--- src/rtl/tick_timer_pkg.sv ---
`timescale 1ns/1ps
package tick_timer_pkg;

  // register offsets (byte addresses inside the channel)
  localparam int OFF_TICKLEN = 'h00;
  localparam int OFF_RELOAD  = 'h08;
  localparam int OFF_CTRL    = 'h20;
  localparam int OFF_STATUS  = 'h30;
  localparam int OFF_ENABLE  = 'h34;
  localparam int OFF_WDONE   = 'h40;

  // control word bit positions
  localparam int CTL_TICK_RUN = 0;
  localparam int CTL_CNT_RUN  = 1;
  localparam int CTL_REPEAT   = 2;
  localparam int CTL_W        = 3;

  // write-done bit positions
  localparam int WD_TICKLEN = 0;
  localparam int WD_RELOAD  = 1;
  localparam int WD_CTRL    = 3;
  localparam int WD_W       = 4;

  // strobes and levels from control to datapath
  typedef struct packed {
    logic tickLoad;    // tick run bit rises this edge
    logic cntLoad;     // counter run bit rises this edge
    logic tickRun;     // current tick run level
    logic cntRun;      // current counter run level
    logic repeatMode;  // current repeat mode level
  } dpCtl_t;

endpackage

--- src/rtl/tick_timer_datapath.sv ---
`timescale 1ns/1ps
module tick_timer_datapath
  import tick_timer_pkg::*;
#(
  parameter int TICK_W = 32,
  parameter int CNT_W  = 31
) (
  input  logic              clk,
  input  logic              rstN,
  input  dpCtl_t            dpCtl,
  input  logic [TICK_W-1:0] tickLimit,
  input  logic [CNT_W-1:0]  cntReload,
  output logic              expirePulse
);

  logic [TICK_W-1:0] preCnt;
  logic [CNT_W-1:0]  intCnt;
  logic              armed;
  logic              tickPulse;
  logic              lastCount;

  // a tick ends when the prescaler reaches the limit; >= guards a shrunk limit
  assign tickPulse   = dpCtl.tickRun && (preCnt >= tickLimit);
  assign lastCount   = (intCnt <= CNT_W'(1));
  assign expirePulse = dpCtl.cntRun && armed && tickPulse && lastCount;

  // prescaler
  always_ff @(posedge clk or negedge rstN) begin
    if (!rstN) begin
      preCnt <= '0;
    end else if (dpCtl.tickLoad) begin
      preCnt <= '0;
    end else if (dpCtl.tickRun) begin
      preCnt <= tickPulse ? '0 : preCnt + TICK_W'(1);
    end
  end

  // interrupt down-counter
  always_ff @(posedge clk or negedge rstN) begin
    if (!rstN) begin
      intCnt <= '0;
      armed  <= 1'b0;
    end else if (dpCtl.cntLoad) begin
      intCnt <= cntReload;
      armed  <= 1'b1;
    end else if (expirePulse) begin
      intCnt <= cntReload;
      if (!dpCtl.repeatMode) armed <= 1'b0;
    end else if (dpCtl.cntRun && armed && tickPulse) begin
      intCnt <= intCnt - CNT_W'(1);
    end
  end

  AST_TICK_WRAP: assert property (@(posedge clk) disable iff (!rstN)
    (tickPulse && !dpCtl.tickLoad) |=> (preCnt == '0));

  AST_ONESHOT_HALT: assert property (@(posedge clk) disable iff (!rstN)
    (expirePulse && !dpCtl.repeatMode) |=> !expirePulse);

  AST_ONESHOT_DISARM: assert property (@(posedge clk) disable iff (!rstN)
    (expirePulse && !dpCtl.repeatMode && !dpCtl.cntLoad) |=> !armed);

  AST_COUNT_FROZEN: assert property (@(posedge clk) disable iff (!rstN)
    (!dpCtl.cntRun && !dpCtl.cntLoad) |=> $stable(intCnt));

  AST_NO_TICK_STOPPED: assert property (@(posedge clk) disable iff (!rstN)
    (!dpCtl.tickRun && !dpCtl.tickLoad) |=> $stable(preCnt));

endmodule

--- src/rtl/tick_timer_ctrl.sv ---
`timescale 1ns/1ps
module tick_timer_ctrl
  import tick_timer_pkg::*;
#(
  parameter int DATA_W = 32,
  parameter int ADDR_W = 8,
  localparam int CNT_W = DATA_W - 1
) (
  input  logic              clk,
  input  logic              rstN,
  input  logic              busWrEn,
  input  logic [ADDR_W-1:0] busAddr,
  input  logic [DATA_W-1:0] busWrData,
  input  logic              expirePulse,
  output dpCtl_t            dpCtl,
  output logic [DATA_W-1:0] tickLimit,
  output logic [CNT_W-1:0]  cntReload,
  output logic [DATA_W-1:0] busRdData,
  output logic              irqOut
);

  localparam logic [ADDR_W-1:0] A_TICKLEN = ADDR_W'(OFF_TICKLEN);
  localparam logic [ADDR_W-1:0] A_RELOAD  = ADDR_W'(OFF_RELOAD);
  localparam logic [ADDR_W-1:0] A_CTRL    = ADDR_W'(OFF_CTRL);
  localparam logic [ADDR_W-1:0] A_STATUS  = ADDR_W'(OFF_STATUS);
  localparam logic [ADDR_W-1:0] A_ENABLE  = ADDR_W'(OFF_ENABLE);
  localparam logic [ADDR_W-1:0] A_WDONE   = ADDR_W'(OFF_WDONE);
  localparam int UPD_BIT = DATA_W - 1;

  logic [DATA_W-1:0] tickBuf;
  logic [CNT_W-1:0]  intBuf;
  logic [CTL_W-1:0]  ctrlReg;
  logic              intStat;
  logic              intEn;
  logic [WD_W-1:0]   wDone;

  // one-stage write pipeline for the buffered registers
  logic              pendValid;
  logic [ADDR_W-1:0] pendAddr;
  logic [DATA_W-1:0] pendData;

  logic bufferedHit;
  logic applyTick, applyReload, applyCtrl;
  logic [CTL_W-1:0] newCtrl;
  logic [WD_W-1:0]  wdSet, wdClr;

  assign bufferedHit = (busAddr == A_TICKLEN) || (busAddr == A_RELOAD) || (busAddr == A_CTRL);
  assign applyTick   = pendValid && (pendAddr == A_TICKLEN);
  assign applyReload = pendValid && (pendAddr == A_RELOAD);
  assign applyCtrl   = pendValid && (pendAddr == A_CTRL);
  assign newCtrl     = pendData[CTL_W-1:0];

  always_comb begin
    wdSet = '0;
    wdSet[WD_TICKLEN] = applyTick;
    wdSet[WD_RELOAD]  = applyReload;
    wdSet[WD_CTRL]    = applyCtrl;
    wdClr = (busWrEn && busAddr == A_WDONE) ? busWrData[WD_W-1:0] : '0;
  end

  always_ff @(posedge clk or negedge rstN) begin
    if (!rstN) begin
      pendValid <= 1'b0;
      pendAddr  <= '0;
      pendData  <= '0;
    end else begin
      pendValid <= busWrEn && bufferedHit;
      pendAddr  <= busAddr;
      pendData  <= busWrData;
    end
  end

  always_ff @(posedge clk or negedge rstN) begin
    if (!rstN) begin
      tickBuf <= '0;
      intBuf  <= '0;
      ctrlReg <= '0;
    end else begin
      if (applyTick) tickBuf <= pendData;
      if (applyReload && pendData[UPD_BIT]) intBuf <= pendData[CNT_W-1:0];
      if (applyCtrl) ctrlReg <= newCtrl;
    end
  end

  always_ff @(posedge clk or negedge rstN) begin
    if (!rstN) begin
      wDone   <= '0;
      intStat <= 1'b0;
      intEn   <= 1'b0;
    end else begin
      wDone <= (wDone & ~wdClr) | wdSet;
      if (expirePulse) intStat <= 1'b1;
      else if (busWrEn && busAddr == A_STATUS && busWrData[0]) intStat <= 1'b0;
      if (busWrEn && busAddr == A_ENABLE) intEn <= busWrData[0];
    end
  end

  // strobes towards the datapath
  always_comb begin
    dpCtl.tickLoad   = applyCtrl && newCtrl[CTL_TICK_RUN] && !ctrlReg[CTL_TICK_RUN];
    dpCtl.cntLoad    = applyCtrl && newCtrl[CTL_CNT_RUN] && !ctrlReg[CTL_CNT_RUN];
    dpCtl.tickRun    = ctrlReg[CTL_TICK_RUN];
    dpCtl.cntRun     = ctrlReg[CTL_CNT_RUN];
    dpCtl.repeatMode = ctrlReg[CTL_REPEAT];
  end

  assign tickLimit = tickBuf;
  assign cntReload = intBuf;
  assign irqOut    = intStat && intEn;

  always_comb begin
    busRdData = '0;
    case (busAddr)
      A_TICKLEN: busRdData = tickBuf;
      A_RELOAD:  busRdData = {1'b0, intBuf};
      A_CTRL:    busRdData = DATA_W'(ctrlReg);
      A_STATUS:  busRdData = DATA_W'(intStat);
      A_ENABLE:  busRdData = DATA_W'(intEn);
      A_WDONE:   busRdData = DATA_W'(wDone);
      default:   busRdData = '0;
    endcase
  end

  AST_CTRL_WDONE: assert property (@(posedge clk) disable iff (!rstN)
    (busWrEn && busAddr == A_CTRL) |=> ##1 wDone[WD_CTRL]);

  AST_TICK_WDONE: assert property (@(posedge clk) disable iff (!rstN)
    (busWrEn && busAddr == A_TICKLEN) |=> ##1 (wDone[WD_TICKLEN] && tickBuf == $past(busWrData, 2)));

  AST_RELOAD_HOLD: assert property (@(posedge clk) disable iff (!rstN)
    (busWrEn && busAddr == A_RELOAD && !busWrData[UPD_BIT]) |=> ##1 $stable(intBuf));

  AST_STATUS_ON_EXPIRE: assert property (@(posedge clk) disable iff (!rstN)
    expirePulse |=> intStat);

  AST_RESERVED_DONE_BIT: assert property (@(posedge clk) disable iff (!rstN)
    !wDone[2]);

endmodule

--- src/rtl/tick_timer_channel.sv ---
`timescale 1ns/1ps
module tick_timer_channel
  import tick_timer_pkg::*;
#(
  parameter int DATA_W = 32,
  parameter int ADDR_W = 8,
  localparam int CNT_W = DATA_W - 1
) (
  input  logic              clk,
  input  logic              rstN,
  input  logic              busWrEn,
  input  logic [ADDR_W-1:0] busAddr,
  input  logic [DATA_W-1:0] busWrData,
  output logic [DATA_W-1:0] busRdData,
  output logic              irqOut
);

  dpCtl_t            dpCtl;
  logic [DATA_W-1:0] tickLimit;
  logic [CNT_W-1:0]  cntReload;
  logic              expirePulse;

  tick_timer_ctrl #(.DATA_W(DATA_W), .ADDR_W(ADDR_W)) ctrl_i (
    .clk(clk), .rstN(rstN),
    .busWrEn(busWrEn), .busAddr(busAddr), .busWrData(busWrData),
    .expirePulse(expirePulse), .dpCtl(dpCtl),
    .tickLimit(tickLimit), .cntReload(cntReload),
    .busRdData(busRdData), .irqOut(irqOut)
  );

  tick_timer_datapath #(.TICK_W(DATA_W), .CNT_W(CNT_W)) dp_i (
    .clk(clk), .rstN(rstN), .dpCtl(dpCtl),
    .tickLimit(tickLimit), .cntReload(cntReload),
    .expirePulse(expirePulse)
  );

endmodule

--- config.mk ---
export PLATFORM = sky130hd
export DESIGN_NAME = tick_timer_channel
export DESIGN_NICKNAME = d
export VERILOG_FILES = /design/src/rtl/tick_timer_pkg.sv /design/src/rtl/tick_timer_datapath.sv /design/src/rtl/tick_timer_ctrl.sv /design/src/rtl/tick_timer_channel.sv
export SDC_FILE = /design/constraint.sdc
export NUM_CORES = 1
export LEC_CHECK = 0
export CAP_MARGIN = 40
export CELL_PAD_IN_SITES_DETAIL_PLACEMENT = 0
export CELL_PAD_IN_SITES_GLOBAL_PLACEMENT = 1
export CORE_MARGIN = 10
export CORE_UTILIZATION = 25
export CTS_BUF_LIST = sky130_fd_sc_hd__clkbuf_2
export CTS_CLUSTER_DIAMETER = 200
export CTS_CLUSTER_SIZE = 24
export DETAILED_ROUTE_END_ITERATION = 8
export GPL_TIMING_DRIVEN = 0
export PLACE_DENSITY_LB_ADDON = 0.1
export SLEW_MARGIN = 25
export SYNTH_ARGS = -nofsm -noshare
export SYNTH_HDL_FRONTEND = slang
export SYNTH_SLANG_ARGS = --single-unit
export TNS_END_PERCENT = 30
--- constraint.sdc ---
create_clock -name clk -period 5.01 [get_ports clk]
set_input_delay 1.2525 -clock clk [delete_from_list [all_inputs] [get_ports clk]]
set_output_delay 1.2525 -clock clk [all_outputs]
set_load 0.05 [all_outputs]
==> flow_metrics.env <==
export IMPL_status="finished clean"
export IMPL_antenna_found_initial=1
export IMPL_cts_tree="yes"
export IMPL_synth_seq_cells=177
export IMPL_crit_fanout=10
export IMPL_synthSimpleGateAreaFrac_pct=18.6
export IMPL_slew_headroom_pct=40.4
export IMPL_drive_above_1_share_pct=13.5
export IMPL_synthAdderAreaFrac_pct=4.96
export IMPL_synth_top_family_by_area="simple AND/OR/NAND/NOR gates"
export IMPL_multi_input_area_um2=4040
export IMPL_fin_setup_tns_ns=0
export IMPL_grt_pass1_wl_um=49900
export IMPL_switching_share_pct=28.0
export IMPL_io_pins=76
export IMPL_grt_max_degree=66
export IMPL_combPwrFrac_pct=3.9
export IMPL_synth_top_area_share_pct=50.2
export IMPL_tightest_slew_ns=0.886
export IMPL_dp_cells=1441
export IMPL_dr_total_vias=7382
export IMPL_ff_latch_area_um2=4430
export IMPL_dieArea_um2=43200
export IMPL_routed_wl_um=32100
export IMPL_max_freq_mhz=202
export IMPL_coreArea_um2=34700
export IMPL_yosys_warnings=0
export IMPL_grt_pass1_vias=7706
export IMPL_viasPerCell=5.00
export IMPL_place_hpwl_um=23800
export IMPL_synthFlopType="dfrtp_1"
export IMPL_place_ws_ns=-1.13
export IMPL_cp_arrival_ns=3.69
export IMPL_synth_largest_area_cell="dfrtp_1"
export IMPL_holdWs_ns=0.302
export IMPL_ff2ff_path_depth=9
export IMPL_gp_congestion=0.796
export IMPL_initial_core_util_pct=25.4
export IMPL_vdd_ir_drop_max_mv=0.135
export IMPL_syn_inst=907
export IMPL_period_share_pct=98.6
export IMPL_power_leakage_nw=4.71
export IMPL_htree_levels=4
export IMPL_synth_commonest_cells="dfrtp_1 (177), nand2_1 (132), o21ai_0 (83), nor3_1 (49), inv_1 (47)"
export IMPL_cts_root_buf="clkbuf_2"
export IMPL_min_path_type="in -> async"
export IMPL_instances_no_fill=1475
export IMPL_crit_type="in -> out"
export IMPL_ant_nets=0
export IMPL_p_per_area_nw_per_um2=225
export IMPL_clk_latency_ns=0.84
export IMPL_finalNetCount=1084
export IMPL_worst_setup_path_end_kind="output pin"
export IMPL_fillers=3712
export IMPL_yosysUniqueCellTypes=65
export IMPL_pwr_share_clk_pct=33.4
export IMPL_required_ns=3.76
export IMPL_drcViolationCount=0
export IMPL_drv_cap=0
export IMPL_async_reset_ff_share_pct=100
export IMPL_intPower_mw=1.68
export IMPL_seq_area_frac_synth_pct=50.2
export IMPL_overflow=0
export IMPL_die_w_um=208
export IMPL_die_h_um=208
export IMPL_muxShareOfSynthArea_pct=4.21
export IMPL_cts_path_max_buffers=2
export IMPL_cts_sinks=177
export IMPL_first_iter_violations=567
export IMPL_yosysMostFrequentCell="dfrtp_1"
export IMPL_finalSetupViolations=0
export IMPL_synth_xor_area_share_pct=0
export IMPL_synth_edff_count=0
export IMPL_synth_area_um2=8820
export IMPL_cts_buffers=17
export IMPL_hold_viol_final=0
export IMPL_rsz0062_at_grt="true"
export IMPL_fin_ws_ns=0.0686
export IMPL_synth_compound_area_share_pct=17.8
export IMPL_syn_nets=985
export IMPL_ys_top_cells_by_area="dfrtp_1 (50%), nand2_1 (5.6%), ha_1 (5.0%)"
export IMPL_drt_pass1_iterations=5
export IMPL_track_usage_pct=14.9
export IMPL_period_minus_slack_ns=4.94
export IMPL_crit_path_start_kind="input pin"
export IMPL_io_buffers=75
export IMPL_syn_to_final_growth_pct=17.7
export IMPL_wl_per_cell_um=21.8
export IMPL_drv_slew=0
export IMPL_p_switching_mw=0.654
export IMPL_syn_mean_instance_area_um2=9.73
export IMPL_rows=68
export IMPL_pwr_share_seq_pct=62.8
export IMPL_fin_worst_skew_ns=0.0462
export IMPL_clk_pin_slew_ns=0.31
[power groups by stage]
stage	Combinational (mW)	Clock, mW	Sequential, mW
4_1_cts	0.0945	0.819	1.47
3_5_place_dp	0.0935	0	1.49
6_report	0.0905	0.779	1.46
2_1_floorplan	0.0132	0	1.48
5_1_grt	0.103	0.863	1.47
3_3_place_gp	0.0883	0	1.49
[path summary, 6_finish.rpt]
| check | from | endpoint | slack (ns) |
|---|---|---|---|
| worst min-delay path | rstN | dp_i.intCnt[19] | 0.30 |
| min in group clk | ctrl_i.pendData[3] | ctrl_i.tickLimit[3] | 0.50 |
| worst min register to register | ctrl_i.pendData[3] | ctrl_i.tickLimit[3] | 0.50 |
| worst max-delay path | busAddr[4] | busRdData[26] | 0.07 |
| worst max register to register | dp_i.preCnt[21] | dp_i.preCnt[30] | 1.40 |
| max in group asynchronous | rstN | ctrl_i.tickLimit[8] | 3.95 |
[routing by layer]
layer / vias up / track usage, % / share of wire (%)
met4: 0 / 3.69 / 1.3
li1: 3512 / - / -
met2: 117 / 24.0 / 47
met3: 20 / 2.38 / 2.8
met1: 3733 / 20.3 / 48
met5: - / 0 / 0
[critical path, stage by stage]
cell             delay (ns)
clkdlybuf4s50_1        0.45
or3_1                  0.48
or4_4                  0.47
nor3b_4                0.33
buf_4                  0.27
a22o_1                 0.16
buf_2                  0.27
[sequential cells by signal (all words and copies together), names as in the netlist, 3 cells and up]
register,flops
ctrl_i.pendData,32
ctrl_i.tickLimit,32
dp_i.preCnt,32
ctrl_i.cntReload,31
dp_i.intCnt,31
ctrl_i.pendAddr,8
ctrl_i.wDone,4
ctrl_i.ctrlReg,3
[kinds of logic after synthesis]
| kind of cell | count (synthesis) |
|---|---|
| muxes | 33 |
| DFF | 177 |
| and+or+nand+nor | 334 |
| buffers and inverters | 93 |
| adders and majority gates | 35 |
| AOI/OAI and AO/OA | 235 |
[layout make-up]
type / count / area share (%)
Buffer: 46 / 2.16
Inverter: 47 / 1.70
Timing Repair Buffer: 80 / 6.93
Clock buffer: 18 / 0.867
Sequential cell: 177 / 42.6
Tap cell: 455 / 5.48
Multi-Input combinational cell: 637 / 38.9
Antenna cell: 1 / 0.0241
Clock inverter: 14 / 1.29
[through the flow]
step	cell area (um2)	util, %	total power [mW]
floorplan	8820	-	1.49
global placement	10100	29.2	1.58
detailed placement	10200	29.4	1.58
CTS	10400	29.9	2.38
global route	10400	29.9	2.43
finish	10400	29.9	2.33
[layout by cell type (no fill, tap or decap), drive strengths merged, types with 12 or more instances in the layout]
cell	instances
or3	17
mux2	33
dfrtp	177
clkdlybuf4s50	43
nor3	49
nand3	31
ha	35
inv	50
o21ai	85
buf	40
a22o	33
nand4	12
nor2	31
a21oi	34
clkbuf	61
nand2	132
nor4	13
[what timing repair did]
| action | 4_1_cts | 5_1_grt |
|---|---|---|
| pin swaps | 0 | 1 |
| hold endpoints to repair | 0 | 0 |
| setup endpoints to repair | 31 | 31 |
| hold buffers | 0 | 0 |
| gates resized for setup | 153 | 35 |
| setup buffers | 0 | 0 |
Note: power is estimated with default switching activity, not from simulation.
